**config.mk**
```make
export PLATFORM = sky130hd
export DESIGN_NAME = bcd_byte_unit
export DESIGN_NICKNAME = d
export VERILOG_FILES = /design/src/rtl/bcd_pkg.sv /design/src/rtl/bcd_digit_cell.sv /design/src/rtl/bcd_operand_sel.sv /design/src/rtl/bcd_chain.sv /design/src/rtl/bcd_byte_unit.sv
export SDC_FILE = /design/constraint.sdc
export NUM_CORES = 1
export LEC_CHECK = 0
export CAP_MARGIN = 20
export CORE_MARGIN = 1
export CORE_UTILIZATION = 45
export DETAILED_ROUTE_END_ITERATION = 6
export DONT_BUFFER_PORTS = 1
export GPL_ROUTABILITY_DRIVEN = 0
export PLACE_DENSITY = 0.57
export SYNTH_ARGS = -nofsm -noshare
export SYNTH_HDL_FRONTEND = slang
export SYNTH_SLANG_ARGS = --single-unit
```
**constraint.sdc**
```tcl
create_clock -name clk -period 0.8 [get_ports clk]
set_input_delay 0.08 -clock clk [delete_from_list [all_inputs] [get_ports clk]]
set_output_delay 0.08 -clock clk [all_outputs]
set_load 0.02 [all_outputs]
```
**src/rtl/bcd_pkg.sv**
```systemverilog
package bcd_pkg;
  typedef enum logic [1:0] {
    OP_ADD = 2'b00,
    OP_SUB = 2'b01,
    OP_NEG = 2'b10,
    OP_RSV = 2'b11
  } bcd_op_e;
endpackage

```
**src/rtl/bcd_digit_cell.sv**
```systemverilog
// One decimal digit: binary add or subtract with carry/borrow, then a +6/-6 fix.
module bcd_digit_cell (
  input  logic       sub_i,
  input  logic [3:0] a_i,
  input  logic [3:0] b_i,
  input  logic       cy_i,
  output logic [3:0] d_o,
  output logic       cy_o
);
  logic [4:0] raw;
  logic       fix;

  always_comb begin
    if (sub_i) begin
      raw = {1'b0, a_i} - {1'b0, b_i} - {4'b0, cy_i};
      fix = raw[4];
      d_o = raw[3:0] - (fix ? 4'd6 : 4'd0);
    end else begin
      raw = {1'b0, a_i} + {1'b0, b_i} + {4'b0, cy_i};
      fix = (raw > 5'd9);
      d_o = raw[3:0] + (fix ? 4'd6 : 4'd0);
    end
    cy_o = fix;
  end

  // for valid digits the corrected digit is again a valid digit
  always_comb begin
    if (a_i <= 4'd9 && b_i <= 4'd9) begin
      p_digit_range_r2: assert (d_o <= 4'd9);
    end
  end
endmodule

```
**src/rtl/bcd_operand_sel.sv**
```systemverilog
// Maps the operation code onto a minuend/addend, an operand and a direction.
module bcd_operand_sel #(
  parameter int W = 8
) (
  input  logic [1:0]   op_i,
  input  logic [W-1:0] dst_i,
  input  logic [W-1:0] src_i,
  output logic [W-1:0] a_o,
  output logic [W-1:0] b_o,
  output logic         sub_o,
  output logic         valid_o
);
  import bcd_pkg::*;

  always_comb begin
    a_o     = dst_i;
    b_o     = src_i;
    sub_o   = 1'b0;
    valid_o = 1'b1;
    case (op_i)
      OP_ADD: sub_o = 1'b0;
      OP_SUB: sub_o = 1'b1;
      OP_NEG: begin
        a_o   = '0;
        b_o   = dst_i;
        sub_o = 1'b1;
      end
      default: valid_o = 1'b0;
    endcase
  end
endmodule

```
**src/rtl/bcd_chain.sv**
```systemverilog
// Ripple of decimal digit cells, least significant digit first.
module bcd_chain #(
  parameter int DIGITS = 2,
  localparam int W = 4 * DIGITS
) (
  input  logic         sub_i,
  input  logic [W-1:0] a_i,
  input  logic [W-1:0] b_i,
  input  logic         cy_i,
  output logic [W-1:0] d_o,
  output logic         cy_o
);
  logic [DIGITS:0] cy;

  assign cy[0] = cy_i;

  for (genvar g = 0; g < DIGITS; g++) begin : g_dig
    bcd_digit_cell u_cell (
      .sub_i (sub_i),
      .a_i   (a_i[4*g +: 4]),
      .b_i   (b_i[4*g +: 4]),
      .cy_i  (cy[g]),
      .d_o   (d_o[4*g +: 4]),
      .cy_o  (cy[g+1])
    );
  end

  assign cy_o = cy[DIGITS];
endmodule

```
**src/rtl/bcd_byte_unit.sv**
```systemverilog
module bcd_byte_unit #(
  parameter int DIGITS = 2,
  localparam int W = 4 * DIGITS
) (
  input  logic         clk,
  input  logic         rst_n,
  input  logic         start_i,
  input  logic [1:0]   op_i,
  input  logic [W-1:0] dst_i,
  input  logic [W-1:0] src_i,
  input  logic         x_in,
  input  logic         z_in,
  output logic [W-1:0] res_o,
  output logic         c_o,
  output logic         x_o,
  output logic         z_o,
  output logic         done_o
);
  // Reset: asserted asynchronously, released on a clock edge.
  logic [1:0] rst_sync;
  logic       rs;

  always_ff @(posedge clk or negedge rst_n) begin
    if (!rst_n) rst_sync <= 2'b00;
    else        rst_sync <= {rst_sync[0], 1'b1};
  end
  assign rs = rst_sync[1];

  // Datapath
  logic [W-1:0] a_w, b_w, sum_w;
  logic         sub_w, valid_w, cy_w;

  bcd_operand_sel #(.W(W)) u_sel (
    .op_i    (op_i),
    .dst_i   (dst_i),
    .src_i   (src_i),
    .a_o     (a_w),
    .b_o     (b_w),
    .sub_o   (sub_w),
    .valid_o (valid_w)
  );

  bcd_chain #(.DIGITS(DIGITS)) u_chain (
    .sub_i (sub_w),
    .a_i   (a_w),
    .b_i   (b_w),
    .cy_i  (x_in),
    .d_o   (sum_w),
    .cy_o  (cy_w)
  );

  // Next-state
  logic         go;
  logic [W-1:0] res_d;
  logic         c_d, z_d;

  always_comb begin
    go    = start_i & valid_w;
    res_d = sum_w;
    c_d   = cy_w;
    z_d   = (sum_w != '0) ? 1'b0 : z_in;
  end

  // Registers
  logic [W-1:0] res_q;
  logic         c_q, x_q, z_q, done_q;

  always_ff @(posedge clk or negedge rs) begin
    if (!rs) begin
      res_q  <= '0;
      c_q    <= 1'b0;
      x_q    <= 1'b0;
      z_q    <= 1'b0;
      done_q <= 1'b0;
    end else begin
      done_q <= go;
      if (go) begin
        res_q <= res_d;
        c_q   <= c_d;
        x_q   <= c_d;
        z_q   <= z_d;
      end
    end
  end

  assign res_o  = res_q;
  assign c_o    = c_q;
  assign x_o    = x_q;
  assign z_o    = z_q;
  assign done_o = done_q;

  // Assertions
  p_done_follows_r7: assert property (@(posedge clk) disable iff (!rs)
    $past(rs) |-> (done_o == $past(start_i && op_i != 2'b11)));

  p_hold_idle_r8: assert property (@(posedge clk) disable iff (!rs)
    ($past(rs) && !$past(go)) |-> ($stable(res_o) && $stable(c_o) && $stable(x_o) && $stable(z_o)));

  p_x_eq_c_r5: assert property (@(posedge clk) disable iff (!rs)
    done_o |-> (x_o == c_o));

  p_z_clear_r6: assert property (@(posedge clk) disable iff (!rs)
    (done_o && res_o != '0) |-> !z_o);

  p_z_keep_r6: assert property (@(posedge clk) disable iff (!rs)
    ($past(rs) && done_o && res_o == '0) |-> (z_o == $past(z_in)));
endmodule

```
==> flow_summary.toml <==
[critical_path]
rrSetupSlack_ns = -0.11
r2r_cells = 2
cp_max_fo = 4
r2r-start = "x_o"
rr_endpoint = "x_o"
end_kind = "register"
arrival_ns = 4.71
cpPeakStageDelay_ns = 0.51
crit_type = "in -> reg"
cpMaxStageDelayCell = "fa_1"
worstPathRequired_ns = 0.93
critPathLaunchType = "input port"
critPathMostFrequentCell = "fa_2"

[floorplan]
ios = 35
row_count = 21
die_width_um = 63.45
die-area_um2 = 4025
die_h_um = 63.45
initial_utilization = 0.4899
core_um2 = 3468

[clock_tree]
cts_sinks = 13
cts_tree = "built"
cts-buffers-inserted = 3
insertion_delay_ns = 0.24
clockRootBuffer = "clkbuf_8"
htreeDepth = 1
clk_pin_slew_ns = 0.05
cts_max_path_buffers = 2

[synthesis]
syn_nets = 239
synth_edf_count = 0
ys_ff_latch = 13
synth.avg_cell_area_um2 = 9.234
synthFlopType = "dfrtp_1"
ys_types = 47
synth_top_area_share = 0.1915
synth_cells = 184
synthTopCellsByArea = "dfrtp_1, ha_1, fa_1"
synth_warnings = 0
syn_area_um2 = 1699
async_reset_ff_frac = 1.000
ys_seq_area_frac = 0.1915
yosys.area.top_type = "dfrtp_1"

[global_route]
overflow = 0
grt_pass1_vias = 1638
grt_antenna_before_repair = 0
grt_first_pass_wirelength_um = 7155
grt_usage = 0.2243
grt_max_degree = 17

[layout]
layout-drive-gt1-share = 0.4902
final_common_cell = "buf_4"
fin_nets = 311
area_growth_pct = 53.02
num_antenna_cells = 0
stdcell_count = 301
most-common-layout-cells = "buf_4, inv_1, buf_6"
postLayoutCellArea_um2 = 2600

[drt]
route.vias.total = 1495
drc = 0
wirelength_um = 4037
viasPerCell = 4.967
drt_iter0_markers = 55
avgRoutedWirePerCell_um = 13.41
antenna_left = 0
drtPass1Iterations = 4

[min_path]
hp-class = "in -> async"

[power]
power_density_nw_per_um2 = 2326
peakVddDrop_uv = 805.6
power.leakage_nw = 1.269

[place]
post-place-ws_ns = -4.152
numPortBuffers = 0
hpwl_um = 3257
post_dp_cell_area_um2 = 2187
dpl.cell_count = 274

[sta]
worst_slack_ns = -3.782
setup_viol = 21
fmax_ghz = 0.2183
holdWs_ns = 0.06458
rsz0062_at_grt = "true"
finalCritPeriodShare = 5.727
fin_skew_ns = 0.003703
finalHoldViolCount = 0
min_period_ns = 4.582
slew_violations = 0

[status]
status = "complete, but fails checks"
failed_checks = "negative setup slack"

[flow_run]
maxCapViolCount = 0
==> area by class of cell <==
| class | instances | area, um2 |
|---|---|---|
| flip-flops and latches | 13 | 325.3 |
| well taps | 46 | 57.56 |
| repair buffers | 76 | 648.1 |
| inverters | 24 | 102.6 |
| fillers | 279 | 868.3 |
| clock buffers | 4 | 45.04 |
| multi-input cells | 138 | 1421 |
==> what timing repair did <==
action                                 CTS  global route
hold buffers                             1             0
pin swaps                               31             8
setup endpoints to repair               21            21
gates resized for setup                 38             6
buffers inserted                        24             3
endpoints found under the hold margin    2             0
==> synthesized netlist by cell type, types with 2 or more instances <==
master	n
nand2b_1	8
inv_1	23
or3b_1	2
a21oi_1	9
nor2b_1	5
clkbuf_1	3
ha_1	22
nor3_1	2
mux2i_1	8
o21a_1	2
nor2_1	6
mux2_2	6
xnor2_1	8
dfrtp_1	13
fa_1	10
o21ai_0	7
nand2_1	13
buf_1	2
xor2_1	6
buf_2	2
==> sequential cells by signal, summed over array words and instances, names as in the netlist <==
register / cells
x_o: 1
res_o: 8
z_o: 1
rst_sync: 2
done_o: 1
==> metal layers <==
metal / up-vias / wire length [um] / global-route usage
met1: 703 / 1847 / 0.2986
met5: - / 0 / 0
met2: 39 / 1989 / 0.3949
met4: 0 / 58 / 0.05398
li1: 746 / - / -
met3: 7 / 141 / 0.01087
==> cells by family after synthesis <==
| logic type | after synthesis | synth area share |
|---|---|---|
| AND/OR/NAND/NOR | 45 | 0.1569 |
| adder cells (fa/ha/maj) | 33 | 0.2857 |
| buffers and inverters | 33 | 0.08100 |
| AO/OA/AOI/OAI | 31 | 0.1237 |
| XOR/XNOR | 14 | 0.07217 |
| multiplexers | 14 | 0.08689 |
| flip-flops | 13 | 0.1915 |
| other | 1 | 0.002207 |
==> worst max-delay path, delay by kind of cell <==
kind            cells  cell delay, ns
xor+xnor            4            0.63
fa+ha+maj           8            2.30
buf+inv             2            0.05
compound gates      6            0.89
mux                 2            0.32
simple gates        3            0.43
==> metrics by stage <==
stage / TNS, ns / util / power, mW
after floorplan: -27.46 / - / 3.197
after global placement: -28.57 / 0.6306 / 4.369
after detailed placement: -29.23 / 0.6306 / 4.491
after CTS: -27.15 / 0.7338 / 5.847
after global routing: -28.97 / 0.7496 / 6.514
final: -27.21 / 0.7496 / 6.047
==> worst max path at each step <==
stage,startpoint,to,slack (ns),cells past startpoint
after floorplan,op_i[0],z_o,-4.05,26
after global placement,op_i[0],z_o,-4.07,24
after detailed placement,op_i[0],z_o,-4.15,24
after CTS,op_i[0],z_o,-3.76,25
after global routing,op_i[0],z_o,-3.99,25
final,op_i[0],z_o,-3.78,25
==> where the power goes <==
part / total (mW) / leakage [nW] / internal [mW] / switching (mW)
combinational: 4.47 / 1.09 / 2.50 / 1.98
clock: 0.578 / 0.0228 / 0.351 / 0.226
sequential: 0.997 / 0.159 / 0.852 / 0.145
Power figures use the tool's default switching activity.
